`src/rtl/spireg_pkg.sv`:
```
package spireg_pkg;

    localparam int FRAME_BITS = 16;
    localparam int ADDR_W     = 4;
    localparam int DATA_W     = 10;
    localparam int PEAK_W     = 6;
    localparam int NUM_VOL    = 8;
    localparam int NUM_CTL    = 5;
    localparam int NUM_PEAK   = 2;
    localparam int HDR_BITS   = FRAME_BITS - DATA_W;
    localparam int RW_POS     = DATA_W + 1;
    localparam int RSV_POS    = DATA_W;
    localparam int CNT_W      = $clog2(FRAME_BITS + 1);
    localparam int VOL_IW     = $clog2(NUM_VOL);
    localparam int PAD_W      = DATA_W - PEAK_W;

    localparam logic [ADDR_W-1:0] A_VOL_FIRST = 4'd2;
    localparam logic [ADDR_W-1:0] A_VOL_LAST  = 4'd9;
    localparam logic [ADDR_W-1:0] A_PEAK0     = 4'd10;
    localparam logic [ADDR_W-1:0] A_PEAK1     = 4'd11;
    localparam logic [ADDR_W-1:0] A_RSVD      = 4'd15;
    localparam int PKEN_SLOT = 4;
    localparam int PKEN_BIT  = 5;

    localparam logic [DATA_W-1:0] VOL_RST   = 10'h3FF;
    localparam logic [PEAK_W-1:0] PEAK_IDLE = 6'd63;

    typedef struct packed {
        logic [FRAME_BITS-2:0] sh;
        logic [CNT_W-1:0]      cnt;
        logic [DATA_W-1:0]     osh;
        logic                  sck_p;
        logic                  oe;
    } frm_st_t;

    typedef struct packed {
        logic [NUM_VOL-1:0][DATA_W-1:0]  vol;
        logic [NUM_CTL-1:0][DATA_W-1:0]  ctl;
        logic [NUM_PEAK-1:0][PEAK_W-1:0] peak;
    } bank_st_t;

    // Returns {valid, slot} for the writable control addresses.
    function automatic logic [3:0] ctl_slot(input logic [ADDR_W-1:0] a);
        case (a)
            4'd0:    return 4'b1_000;
            4'd1:    return 4'b1_001;
            4'd12:   return 4'b1_010;
            4'd13:   return 4'b1_011;
            4'd14:   return 4'b1_100;
            default: return 4'b0_000;
        endcase
    endfunction

endpackage

```
`src/rtl/spireg_sync.sv`:
```
module spireg_sync #(
    parameter int          W      = 3,
    parameter int          STAGES = 2,
    parameter logic [W-1:0] RST   = '0
) (
    input  logic         clk_i,
    input  logic         rst_ni,
    input  logic [W-1:0] d_i,
    output logic [W-1:0] q_o
);

    logic [STAGES-1:0][W-1:0] st_d, st_q;

    generate
        if (STAGES == 1) begin : g_one
            always_comb st_d = d_i;
        end else begin : g_chain
            always_comb st_d = {st_q[STAGES-2:0], d_i};
        end
    endgenerate

    always_ff @(posedge clk_i or negedge rst_ni) begin
        if (!rst_ni) st_q <= {STAGES{RST}};
        else         st_q <= st_d;
    end

    assign q_o = st_q[STAGES-1];

endmodule

```
`src/rtl/spireg_frame.sv`:
```
module spireg_frame
    import spireg_pkg::*;
(
    input  logic              clk_i,
    input  logic              rst_ni,
    input  logic              sck_i,
    input  logic              lat_i,
    input  logic              din_i,
    output logic              wr_en_o,
    output logic [ADDR_W-1:0] wr_addr_o,
    output logic [DATA_W-1:0] wr_data_o,
    output logic              rd_req_o,
    output logic [ADDR_W-1:0] rd_addr_o,
    input  logic [DATA_W-1:0] rd_data_i,
    output logic              miso_o,
    output logic              oe_o
);

    frm_st_t q, n;
    logic [FRAME_BITS-1:0] word;
    logic rise, fall;

    always_comb begin
        n        = q;
        wr_en_o  = 1'b0;
        rd_req_o = 1'b0;
        rise     = sck_i & ~q.sck_p;
        fall     = ~sck_i & q.sck_p;
        word     = {q.sh, din_i};
        n.sck_p  = sck_i;
        n.oe     = ~lat_i;
        if (lat_i) begin
            n.sh  = '0;
            n.cnt = '0;
            n.osh = '0;
        end else if (rise && q.cnt < CNT_W'(FRAME_BITS)) begin
            n.sh  = word[FRAME_BITS-2:0];
            n.cnt = q.cnt + 1'b1;
            if (q.cnt == CNT_W'(FRAME_BITS - 1) && word[RW_POS] && !word[RSV_POS])
                wr_en_o = 1'b1;
        end else if (fall) begin
            if (q.cnt == CNT_W'(HDR_BITS)) begin
                if (!q.sh[1] && !q.sh[0]) begin
                    rd_req_o = 1'b1;
                    n.osh    = rd_data_i;
                end
            end else if (q.cnt > CNT_W'(HDR_BITS)) begin
                n.osh = {q.osh[DATA_W-2:0], 1'b0};
            end
        end
    end

    assign wr_addr_o = word[FRAME_BITS-1 -: ADDR_W];
    assign wr_data_o = word[DATA_W-1:0];
    assign rd_addr_o = q.sh[HDR_BITS-1 -: ADDR_W];
    assign miso_o    = q.osh[DATA_W-1];
    assign oe_o      = q.oe;

    always_ff @(posedge clk_i or negedge rst_ni) begin
        if (!rst_ni) begin
            q.sh    <= '0;
            q.cnt   <= '0;
            q.osh   <= '0;
            q.sck_p <= 1'b0;
            q.oe    <= 1'b0;
        end else begin
            q <= n;
        end
    end

    AST_CNT_SAT: assert property (@(posedge clk_i) disable iff (!rst_ni)
        q.cnt <= CNT_W'(FRAME_BITS));

    AST_MISO_QUIET: assert property (@(posedge clk_i) disable iff (!rst_ni)
        (q.cnt < CNT_W'(HDR_BITS)) |-> !miso_o);

    AST_OE_IDLE: assert property (@(posedge clk_i) disable iff (!rst_ni)
        (lat_i && $past(lat_i)) |-> !oe_o);

endmodule

```
`src/rtl/spireg_bank.sv`:
```
module spireg_bank
    import spireg_pkg::*;
(
    input  logic                          clk_i,
    input  logic                          rst_ni,
    input  logic                          wr_en_i,
    input  logic [ADDR_W-1:0]             wr_addr_i,
    input  logic [DATA_W-1:0]             wr_data_i,
    input  logic                          rd_req_i,
    input  logic [ADDR_W-1:0]             rd_addr_i,
    output logic [DATA_W-1:0]             rd_data_o,
    input  logic [NUM_PEAK*PEAK_W-1:0]    lvl_i,
    input  logic [NUM_PEAK-1:0]           lvl_vld_i,
    output logic [NUM_VOL*DATA_W-1:0]     vol_o,
    output logic [NUM_CTL*DATA_W-1:0]     ctl_o
);

    bank_st_t q, n;
    logic              pk_en;
    logic [3:0]        wslot, rslot;
    logic [VOL_IW-1:0] wvi, rvi;
    logic              w_vol, r_vol;

    assign pk_en = q.ctl[PKEN_SLOT][PKEN_BIT];
    assign wslot = ctl_slot(wr_addr_i);
    assign rslot = ctl_slot(rd_addr_i);
    assign wvi   = VOL_IW'(wr_addr_i - A_VOL_FIRST);
    assign rvi   = VOL_IW'(rd_addr_i - A_VOL_FIRST);
    assign w_vol = (wr_addr_i >= A_VOL_FIRST) && (wr_addr_i <= A_VOL_LAST);
    assign r_vol = (rd_addr_i >= A_VOL_FIRST) && (rd_addr_i <= A_VOL_LAST);

    always_comb begin
        n = q;
        for (int c = 0; c < NUM_PEAK; c++) begin
            logic [PEAK_W-1:0] lv;
            logic clr, smp;
            lv  = lvl_i[c*PEAK_W +: PEAK_W];
            clr = rd_req_i && (rd_addr_i == ADDR_W'(A_PEAK0 + c));
            smp = pk_en && lvl_vld_i[c];
            if (clr)
                n.peak[c] = smp ? lv : PEAK_IDLE;
            else if (smp && lv < q.peak[c])
                n.peak[c] = lv;
        end
        if (wr_en_i) begin
            if (w_vol)
                n.vol[wvi] = wr_data_i;
            else if (wslot[3])
                n.ctl[wslot[2:0]] = wr_data_i;
        end
    end

    always_comb begin
        rd_data_o = '0;
        if (r_vol)
            rd_data_o = q.vol[rvi];
        else if (rslot[3])
            rd_data_o = q.ctl[rslot[2:0]];
        else if (rd_addr_i == A_PEAK0 || rd_addr_i == A_PEAK1)
            rd_data_o = {q.peak[rd_addr_i[0]], {PAD_W{1'b0}}};
    end

    always_ff @(posedge clk_i or negedge rst_ni) begin
        if (!rst_ni) begin
            q.vol  <= {NUM_VOL{VOL_RST}};
            q.ctl  <= '0;
            q.peak <= {NUM_PEAK{PEAK_IDLE}};
        end else begin
            q <= n;
        end
    end

    generate
        for (genvar k = 0; k < NUM_VOL; k++) begin : g_vol
            assign vol_o[k*DATA_W +: DATA_W] = q.vol[k];
        end
        for (genvar k = 0; k < NUM_CTL; k++) begin : g_ctl
            assign ctl_o[k*DATA_W +: DATA_W] = q.ctl[k];
        end
        for (genvar c = 0; c < NUM_PEAK; c++) begin : g_pk_chk
            AST_PEAK_MONO: assert property (@(posedge clk_i) disable iff (!rst_ni)
                !(rd_req_i && rd_addr_i == ADDR_W'(A_PEAK0 + c)) |=>
                    q.peak[c] <= $past(q.peak[c]));
            AST_PEAK_CLR: assert property (@(posedge clk_i) disable iff (!rst_ni)
                (rd_req_i && rd_addr_i == ADDR_W'(A_PEAK0 + c) && !lvl_vld_i[c]) |=>
                    q.peak[c] == PEAK_IDLE);
        end
    endgenerate

    AST_RO_KEEP: assert property (@(posedge clk_i) disable iff (!rst_ni)
        (wr_en_i && (wr_addr_i == A_PEAK0 || wr_addr_i == A_PEAK1 || wr_addr_i == A_RSVD))
            |=> ($stable(vol_o) && $stable(ctl_o)));

    AST_VOL_WR: assert property (@(posedge clk_i) disable iff (!rst_ni)
        (wr_en_i && w_vol) |=> vol_o[$past(wvi)*DATA_W +: DATA_W] == $past(wr_data_i));

endmodule

```
`src/rtl/spireg_top.sv`:
```
module spireg_top
    import spireg_pkg::*;
#(
    parameter int SYNC_STAGES = 2
) (
    input  logic                       clk_i,
    input  logic                       rst_ni,
    input  logic                       sclk_i,
    input  logic                       latch_i,
    input  logic                       mosi_i,
    output logic                       miso_o,
    output logic                       miso_oe_o,
    input  logic [NUM_PEAK*PEAK_W-1:0] lvl_i,
    input  logic [NUM_PEAK-1:0]        lvl_vld_i,
    output logic [NUM_VOL*DATA_W-1:0]  vol_o,
    output logic [NUM_CTL*DATA_W-1:0]  ctl_o
);

    logic [2:0]        pins_s;
    logic              wr_en, rd_req;
    logic [ADDR_W-1:0] wr_addr, rd_addr;
    logic [DATA_W-1:0] wr_data, rd_data;

    spireg_sync #(
        .W      (3),
        .STAGES (SYNC_STAGES),
        .RST    (3'b010)
    ) u_sync (
        .clk_i  (clk_i),
        .rst_ni (rst_ni),
        .d_i    ({sclk_i, latch_i, mosi_i}),
        .q_o    (pins_s)
    );

    spireg_frame u_frame (
        .clk_i     (clk_i),
        .rst_ni    (rst_ni),
        .sck_i     (pins_s[2]),
        .lat_i     (pins_s[1]),
        .din_i     (pins_s[0]),
        .wr_en_o   (wr_en),
        .wr_addr_o (wr_addr),
        .wr_data_o (wr_data),
        .rd_req_o  (rd_req),
        .rd_addr_o (rd_addr),
        .rd_data_i (rd_data),
        .miso_o    (miso_o),
        .oe_o      (miso_oe_o)
    );

    spireg_bank u_bank (
        .clk_i     (clk_i),
        .rst_ni    (rst_ni),
        .wr_en_i   (wr_en),
        .wr_addr_i (wr_addr),
        .wr_data_i (wr_data),
        .rd_req_i  (rd_req),
        .rd_addr_i (rd_addr),
        .rd_data_o (rd_data),
        .lvl_i     (lvl_i),
        .lvl_vld_i (lvl_vld_i),
        .vol_o     (vol_o),
        .ctl_o     (ctl_o)
    );

endmodule

```
`config.mk`:
```
export PLATFORM = sky130hd
export DESIGN_NAME = spireg_top
export DESIGN_NICKNAME = d
export VERILOG_FILES = /design/src/rtl/spireg_pkg.sv /design/src/rtl/spireg_sync.sv /design/src/rtl/spireg_frame.sv /design/src/rtl/spireg_bank.sv /design/src/rtl/spireg_top.sv
export SDC_FILE = /design/constraint.sdc
export NUM_CORES = 1
export LEC_CHECK = 0
export ABC_AREA = 1
export ABC_CLOCK_PERIOD_IN_PS = 6000
export BUFFER_PORTS_ARGS = -buffer_cell sky130_fd_sc_hd__buf_2
export CAP_MARGIN = 20
export CORE_MARGIN = 2
export CORE_UTILIZATION = 40
export CTS_CLUSTER_SIZE = 28
export DETAILED_ROUTE_END_ITERATION = 12
export PLACE_DENSITY = 0.61
export SETUP_SLACK_MARGIN = 0.3
export SYNTH_ARGS = -nofsm -noshare
export SYNTH_HDL_FRONTEND = slang
export SYNTH_HIERARCHICAL = 1
export SYNTH_SLANG_ARGS = --single-unit
```
`constraint.sdc`:
```
create_clock -name clk_i -period 6 [get_ports clk_i]
set_input_delay 0.9 -clock clk_i [delete_from_list [all_inputs] [get_ports clk_i]]
set_output_delay 0.9 -clock clk_i [all_outputs]
set_load 0.05 [all_outputs]
```
==> run metrics, run 1 <==
CTS tree=done; flop-to-flop setup slack=2.42 ns; crit path DAT=between 3 and 4 ns; CTS root buf=clkbuf_16; RSZ-0062 raised after global routing=no; Syn Nets=1268; DR vias/cell=5.11; fmax=279 MHz; die area=around 26000 µm²; area grow syn2layout=5.31%; Slew Limit Fails=0; Post CTS Setup Buffer Count=0; fin crit share=0.596; minimum clock period=3.58 ns; largest family of logic cells by synthesized area=simple AND/OR/NAND/NOR gates; Syn Area/Cell=8.01 µm²; total grt overflow=0; pwr dens=237 nW/µm²; Clock Latency Late Sink=0.44 ns; DP Area=9780 µm²; post-synthesis cell area=approximately 9900 µm²; reg-to-reg startpoint=u_sync/q_o[1]; xor and xnor area share after synthesis=0.00253; library cells used by synthesis=33; die width=161 µm; Pleak=4.98 nW; post-synthesis instance total=approximately 1.2k; setup TNS=0 ns; Max IR drop VDD=~0.15 mV; Max Cap Viol=0; Starting Density=0.407; Routed WL=27.4 mm; final instance area=10400 µm²; Initial DRC Count=between 700 and 800; H-Tree Depth=4; # IOs=151; Synthesis Warnings=6; Vias=7943; number of synthesized register bits=180; n_diodes=0; Hold WC Path Type=reg -> reg; crit-path max FO=30; Num CTS Buffers=17; cts hold-fix bufs=0; largest net degree at the start of global routing=slightly below 90; port buffer count=150; Synth Area in Compound Gates=0.111; die height=161 µm; number of global-route vias before repair=7525; Final Power=2.47 mW; status=complete, no violations; relative slew slack=0.406; Final Hold Viols=0; post-CTS sizing=0; core box area=24300 µm²; Crit path required time=6.29 ns; drt wl/cell=17.6 µm; DP Wirelength=19.5 mm; clock slew at reported path FFs=0.08 ns; CP endpoint kind=flip-flop; first-pass GRT wire length=42.5 mm; Worst-Margin Slew=0.890 ns; Final Net Count=1249; ANT nets after route=0; hold_sp=u_sync/st_d[3]; hold_ws=0.350 ns; drt first pass iters=5; worst path bufs/invs=1; GPL Wtd Cong=0.929; Setup CP Type=reg -> reg; sequential area share after synthesis=0.467; final setup violation count=0; mux contribution to synthesized area=0; initial antenna violation count=0; crit path from=u_sync/q_o[1]; CP max stage cell=nor2_1; Clock Tree Buf Depth=2; total global-route track usage=0.213; simple-gate share of the synthesized area=0.233; crit path cell chain=inv_1 -> nand3_2 -> nor3_1 -> o211ai_2 -> nor2_1 -> o21ai_0; slowest stage delay, CP=0.77 ns; Row Count=57; # DRC=0; delay-heaviest family, CP=simple AND/OR/NAND/NOR gates; Setup Skew=0.0162 ns; CTS Sinks=180; share of layout cells above drive strength 1=0.252; adder-cell area share of the yosys netlist=0.0152; crit path launch type=flip-flop
-- logic make-up (layout without fill, tap and decap cells) --
kind of cell | Yosys count | in the layout
AND/OR/NAND/NOR | 542 | 542
buffers and inverters | 296 | 290
XOR/XNOR | 2 | 2
adder cells (fa/ha/maj) | 12 | 12
AO/OA/AOI/OAI | 205 | 205
flip-flops | 180 | 180
-- worst paths after layout --
check / endpoint / cells after the start
setup reg to reg: u_bank/ctl_o[21] / 6
setup / recovery: u_bank/ctl_o[21] / 6
min in group asynchronous: u_frame/q[15] / 1
max in group asynchronous: u_bank/ctl_o[32] / 2
hold / removal: u_sync/q_o[0] / 0
hold reg to reg: u_sync/q_o[0] / 0
-- sequential cells by signal, summed over array words and instances (netlist names) --
name,count
u_frame/wr_data_o,5
u_bank/q,12
u_frame/wr_addr_o,4
u_sync/q_o,3
u_bank/ctl_o,50
u_frame/rd_addr_o,4
u_frame/oe_o,1
u_frame/q,17
u_sync/st_d,3
u_frame/miso_o,1
u_bank/vol_o,80
-- report_power, final --
group | switching (mW) | leakage (nW) | internal, mW | total [mW]
combinational | 0.0502 | 2.53 | 0.0125 | 0.0627
sequential | 0.00684 | 2.16 | 1.22 | 1.23
clock | 0.541 | 0.296 | 0.635 | 1.18
total | 0.598 | 4.98 | 1.87 | 2.47
-- cell usage in the layout (no fill, tap or decap), types with 2 or more instances in the layout --
| cell type | count |
|---|---|
| nand2_2 | 6 |
| a22oi_1 | 8 |
| inv_1 | 99 |
| inv_6 | 4 |
| a21oi_1 | 11 |
| dfrtp_1 | 86 |
| or2_2 | 6 |
| buf_6 | 2 |
| nand3_2 | 2 |
| o22ai_1 | 13 |
| buf_2 | 149 |
| o211ai_1 | 7 |
| buf_4 | 4 |
| nand3b_1 | 3 |
| dfstp_2 | 94 |
| clkinv_4 | 2 |
| nand4_1 | 22 |
| nand3_1 | 86 |
| o21ai_0 | 162 |
| nor2_1 | 40 |
| a21o_1 | 2 |
| bufinv_16 | 2 |
| nor2_4 | 4 |
| inv_2 | 3 |
| inv_8 | 4 |
| clkbuf_16 | 17 |
| nor2_2 | 3 |
| clkinvlp_4 | 2 |
| nand2_1 | 366 |
| ha_1 | 12 |
-- layer usage --
| metal | up-vias | part of all wire | global-route usage | wire [µm] |
|---|---|---|---|---|
| li1 | 3816 | - | - | - |
| met1 | 3817 | 0.45 | 0.302 | 12400 |
| met2 | 263 | 0.45 | 0.317 | 12200 |
| met3 | 47 | 0.061 | 0.0393 | 1680 |
| met4 | 0 | 0.037 | 0.0982 | 1020 |
| met5 | - | 0 | 0 | 0 |
-- synthesized netlist by cell type, drive strengths merged --
| library cell | instances | area share |
|---|---|---|
| or2 | 6 | 0.0038 |
| o21ai | 162 | 0.082 |
| and3 | 1 | 0.00063 |
| nor3 | 3 | 0.0032 |
| clkbuf | 26 | 0.0099 |
| ha | 12 | 0.015 |
| xnor2 | 1 | 0.00088 |
| nand4 | 22 | 0.014 |
| nand2 | 372 | 0.14 |
| dfrtp | 86 | 0.22 |
| o211ai | 8 | 0.0066 |
| buf | 168 | 0.12 |
| a21o | 2 | 0.0015 |
| nand3 | 88 | 0.045 |
| o22ai | 13 | 0.0082 |
| a21oi | 11 | 0.0056 |
| nand3b | 3 | 0.0023 |
| a22oi | 8 | 0.0061 |
| inv | 102 | 0.039 |
| xor2 | 1 | 0.0016 |
| nor2 | 47 | 0.022 |
| o31ai | 1 | 0.00076 |
| dfstp | 94 | 0.25 |
-- per-stage QoR --
stage          instances  setup WS, ns   util
6_report            1555          2.42  0.429
5_1_grt             1555          2.04  0.429
4_1_cts             1553          2.55  0.427
3_5_place_dp        1521          2.54  0.402
3_3_place_gp        1521          2.70  0.402
2_1_floorplan       1237          3.86      -
-- layout make-up --
cell class,instances,area (µm²)
clock buffers,17,425
clock inverters,15,189
fillers,2485,13900
inverters,102,383
multi-input cells,761,3580
flip-flops and latches,180,4620
well taps,324,405
repair buffers,156,826
No activity file was read; power rests on OpenSTA's default activity.
==> inputs of run 2 (changes only) <==
ABC_CLOCK_PERIOD_IN_PS = 3500   (was 6000)
clock period = 3.5 ns   (was 6 ns; I/O delays follow)
==> run metrics, run 2 (synthesis results as in run 1) <==
core box area=24300 µm² (unchanged); relative slew slack=0.251 (-0.155); DP Wirelength=19.8 mm (+1.6%); drt first pass iters=6 (+1); # IOs=151 (unchanged); crit-path max FO=20 (-33%); placed instance count=1529 (+0.53%); initial antenna violation count=0 (unchanged); port buffer count=150 (unchanged); Setup CP Type=reg -> reg; Num CTS Buffers=17 (unchanged); Vias=8050 (+1.3%); first-pass GRT wire length=42.4 mm (-0.26%); Max Cap Viol=0 (unchanged); crit path DAT=3.30 ns (-0.57 ns); CTS Sinks=180 (unchanged); cts hold-fix bufs=0 (unchanged); die area=26000 µm² (unchanged); setup TNS=0 ns (unchanged); number of global-route vias before repair=7509 (-0.21%); clock slew at reported path FFs=0.07 ns (about the same); Final Instance Count excl. Fillers=1561 (+0.39%); crit path launch type=flip-flop; RSZ-0062 raised after global routing=no; Final Power=4.03 mW (+63%); Routed WL=27.3 mm (-0.40%); Setup Skew=0.0103 ns (-0.00590 ns); die width=161 µm (unchanged); Crit path required time=3.83 ns (-2.46 ns); CTS root buf=clkbuf_16; commonest non-fill, non-tap cell in the layout=nand2_1; CP max stage cell=nand3_1; max FFs per register=80 (unchanged); H-Tree Depth=4 (unchanged); most used cell, CP=ha_1; Post CTS Setup Buffer Count=0 (unchanged); Filler cells=2462 (-0.93%); final instance area=10400 µm² (-0.40%); slowest stage delay, CP=0.60 ns (-0.17 ns); GPL Wtd Cong=0.870 (-6.4%); Row Count=57 (unchanged); crit path cell chain=ha_1 -> and3_1 -> ha_1 -> nand2_1 -> nor3_1 -> inv_1 -> nor3_4 -> nand3_1 -> o21ai_0; Clock Latency Late Sink=0.43 ns (about the same); CTS tree=done; hold_ws=0.200 ns (-0.150 ns); drt wl/cell=17.5 µm (-0.78%); Initial DRC Count=878 (+19%); minimum clock period=2.97 ns (-0.609 ns); CP endpoint kind=flip-flop; pwr dens=388 nW/µm² (+64%); Max IR drop VDD=0.235 mV (+52%); status=complete, no violations; Worst-Margin Slew=1.12 ns (+0.230 ns); total global-route track usage=0.211 (-0.00216); Slew Limit Fails=0 (unchanged); commonest non-fill, non-tap cells in the layout=366 x nand2_1, 162 x o21ai_0, 149 x buf_2; Worst Slack Setup Final=0.531 ns (-1.89 ns); fin crit share=0.848 (+0.252); area grow syn2layout=4.89%; post-CTS sizing=0 (unchanged); ANT nets after route=0 (unchanged); Hold WC Path Type=in -> reg; Final Net Count=1255 (+0.48%); flop-to-flop setup slack=0.53 ns (-1.89 ns); Util after Layout=0.427 (-0.00170); die height=161 µm (unchanged); Final Hold Viols=0 (unchanged); total grt overflow=0 (unchanged); Clock Tree Buf Depth=2 (unchanged); Pleak=4.96 nW (-0.30%); share of layout cells above drive strength 1=0.254 (+0.00201); DP Worst Slack=0.623 ns (-1.92 ns); # DRC=0 (unchanged); fmax=337 MHz (+21%); DP Area=9840 µm² (+0.61%); Starting Density=0.407 (unchanged); DR vias/cell=5.16 (+0.96%); largest net degree at the start of global routing=97 (+9.0%); final setup violation count=0 (unchanged); n_diodes=0 (unchanged)
==> run 2: cell count changes in the layout (fill, tap and decap cells not counted), moves of 2 or more <==
cell / previous run / this run
inv_8: 4 / 2
bufinv_16: 2 / 0
clkbuf_1: 0 / 2
inv_4: 0 / 3
buf_4: 4 / 12
clkinvlp_4: 2 / 4
inv_6: 4 / 1
==> run 2: final timing paths <==
kind                                start              endpoint  cells after the start
min                               latch_i        u_sync/st_d[4]                      1
max                         u_frame/q[12]      u_bank/vol_o[63]                      9
min reg2reg                u_sync/st_d[5]         u_sync/q_o[2]                      0
max in group asynchronous          rst_ni           u_bank/q[3]                      2
min in group asynchronous          rst_ni  u_frame/rd_addr_o[1]                      1
max reg2reg                 u_frame/q[12]      u_bank/vol_o[63]                      9
==> run 2: power breakdown <==
part	internal [mW]	total [mW]	switching, mW
Clock	0.963	1.81	0.849
Sequential	2.09	2.11	0.0112
Combinational	0.0237	0.110	0.0861
Total	3.08	4.03	0.946
==> run 2: final cells by class <==
class	instances	area (µm²)	share of cell area
clock buffer	20	458	0.0441
inverter	102	383	0.0368
multi-input combinational	761	3580	0.345
tap	324	405	0.0390
clock inverter	12	93.8	0.00903
timing repair buffer	162	847	0.0815
sequential	180	4620	0.445
==> run 2: routing by layer <==
metal	GRT usage	share of wire	vias up
li1	-	-	3822
met1	0.300	0.45	3872
met2	0.322	0.46	326
met3	0.0452	0.077	30
met4	0.0666	0.020	0
met5	0	0	-
==> run 2: critical path, delay by kind of cell (launching register included) <==
| kind | cells | cell delay [ns] |
|---|---|---|
| adders and majority gates | 2 | 0.35 |
| buffers and inverters | 1 | 0.14 |
| AOI/OAI and AO/OA | 1 | 0.42 |
| and+or+nand+nor | 5 | 1.54 |
| DFF | 1 | 0.42 |
==> inputs of run 3 (changes only) <==
ABC_CLOCK_PERIOD_IN_PS = 2870   (was 3500)
clock period = 2.87 ns   (was 3.5 ns; I/O delays follow)
==> run metrics, run 3 (synthesis results as in run 1) <==
final instance area=10700 µm² (+2.6%); minimum clock period=2.42 ns (-0.550 ns); first-pass GRT wire length=42.1 mm (-0.65%); clock slew at reported path FFs=0.07 ns (about the same); fin crit share=0.843 (-0.00546); Final Hold Viols=0 (unchanged); fmax=413 MHz (+23%); pwr dens=481 nW/µm² (+24%); CTS tree=done; combinational power share=0.027 (about the same); CTS Sinks=180 (unchanged); Row Count=57 (unchanged); setup TNS=0 ns (unchanged); port buffer count=150 (unchanged); Setup CP Type=reg -> reg; die area=26000 µm² (unchanged); crit path launch type=flip-flop; largest net degree at the start of global routing=77 (-21%); drt first pass iters=6 (unchanged); Starting Density=0.407 (unchanged); die width=161 µm (unchanged); ANT nets after route=0 (unchanged); Routed WL=27.4 mm (+0.27%); crit path DAT=2.74 ns (-0.56 ns); DP Wirelength=19.8 mm (about the same); Slew Limit Fails=0 (unchanged); Max IR drop VDD=0.335 mV (+42%); relative slew slack=0.504 (+0.253); # DRC=0 (unchanged); clock group share of total power=0.471 (+0.021); Clock Tree Buf Depth=2 (unchanged); Final Net Count=1276 (+1.7%); flop-to-flop setup slack=0.45 ns (-0.08 ns); final setup violation count=0 (unchanged); crit-path max FO=19 (-5.0%); Initial DRC Count=774 (-12%); die height=161 µm (unchanged); Sw Share=0.216 (-0.0187); DR vias/cell=5.02 (-2.7%); Pint=4.02 mW (+30%); commonest non-fill, non-tap cell in the layout=nand2_1; DP Area=9990 µm² (+1.6%); total global-route track usage=0.211 (about the same); H-Tree Depth=4 (unchanged); n_diodes=0 (unchanged); Clock Latency Late Sink=0.43 ns (about the same); core box area=24300 µm² (unchanged); Crit path required time=3.19 ns (-0.64 ns); drt wl/cell=17.3 µm (-1.0%); Max Cap Viol=0 (unchanged); share of layout cells above drive strength 1=0.270 (+0.0158); GPL Wtd Cong=0.886 (+1.9%); total grt overflow=0 (unchanged); max FFs per register=80 (unchanged); Reg power frac=0.501 (-0.022); Setup Skew=0.00654 ns (-0.00381 ns); status=complete, no violations; initial antenna violation count=1 (+1); commonest non-fill, non-tap cells in the layout=362 x nand2_1, 162 x o21ai_0, 149 x buf_2; CTS root buf=clkbuf_16; Pleak=5.12 nW (+3.1%); Hold WC Path Type=in -> async; # IOs=151 (unchanged); Psw=1.11 mW (+17%); hold_ws=0.0522 ns (-0.148 ns); Filler cells=2462 (unchanged); Vias=7935 (-1.4%); Worst-Margin Slew=0.744 ns (-0.376 ns); CP endpoint kind=flip-flop; RSZ-0062 raised after global routing=yes; Num CTS Buffers=17 (unchanged); number of global-route vias before repair=7401 (-1.4%); area grow syn2layout=7.64%
==> run 3: power groups by stage <==
stage | registers [mW] | clock network (mW) | logic [mW]
CTS | 2.57 | 2.46 | 0.146
finish | 2.57 | 2.42 | 0.141
floorplan | 2.61 | 0 | 0.0521
global route | 2.57 | 2.56 | 0.162
detailed placement | 2.61 | 0 | 0.146
global placement | 2.61 | 0 | 0.142
==> run 3: layout make-up <==
type,instances,area (µm²),area share
multi-input combinational,761,3620,0.339
timing repair buffer,183,1030,0.0966
clock buffer,24,514,0.0482
inverter,102,383,0.0359
sequential,180,4620,0.433
clock inverter,7,92.6,0.00868
tap,324,405,0.0380
==> run 3: worst paths after layout <==
path                                      startpoint               end  cells past startpoint
worst max-delay path            u_frame/rd_addr_o[0]      u_frame/q[5]                     12
worst min-delay path                          rst_ni     u_sync/q_o[0]                      1
worst max register to register  u_frame/rd_addr_o[0]      u_frame/q[5]                     12
worst min register to register        u_sync/st_d[3]     u_sync/q_o[0]                      0
max in group asynchronous                     rst_ni  u_bank/vol_o[56]                      2
min in group clk_i                           latch_i    u_sync/st_d[4]                      1
==> run 3: per-layer routing <==
| metal | share of wire | up-vias | GRT usage |
|---|---|---|---|
| li1 | - | 3857 | - |
| met1 | 0.45 | 3738 | 0.299 |
| met2 | 0.45 | 297 | 0.319 |
| met3 | 0.070 | 41 | 0.0455 |
| met4 | 0.024 | 2 | 0.0751 |
| met5 | 0.00048 | - | 0 |
==> run 3: timing repair <==
action	in CTS	in global routing
setup buffers	0	4
endpoints found under the setup margin	16	72
resized for setup	2	7
hold buffers	0	0
pin swaps	0	2
==> run 3: worst max-delay path: stages (launching register included) <==
cell and delay [ns]:
dfrtp_1 0.45, buf_4 0.26, inv_2 0.25, nor2_4 0.20
inv_2 0.06, nor2_4 0.30, o211ai_1 0.18, nand3_1 0.22
nand2_1 0.09, nand3_1 0.10, nand2_1 0.06, nand3_1 0.07
nand2_1 0.05
==> run 3: per-stage QoR <==
| step | total power, mW | std cells | util | setup WS [ns] |
|---|---|---|---|---|
| finish | 5.13 | 1581 | 0.438 | 0.451 |
| global route | 5.29 | 1581 | 0.438 | 0.295 |
| CTS | 5.18 | 1577 | 0.436 | 0.250 |
| detailed placement | 2.76 | 1546 | 0.411 | 0.177 |
| global placement | 2.75 | 1546 | 0.411 | 0.330 |
| floorplan | 2.66 | 1237 | - | 0.732 |
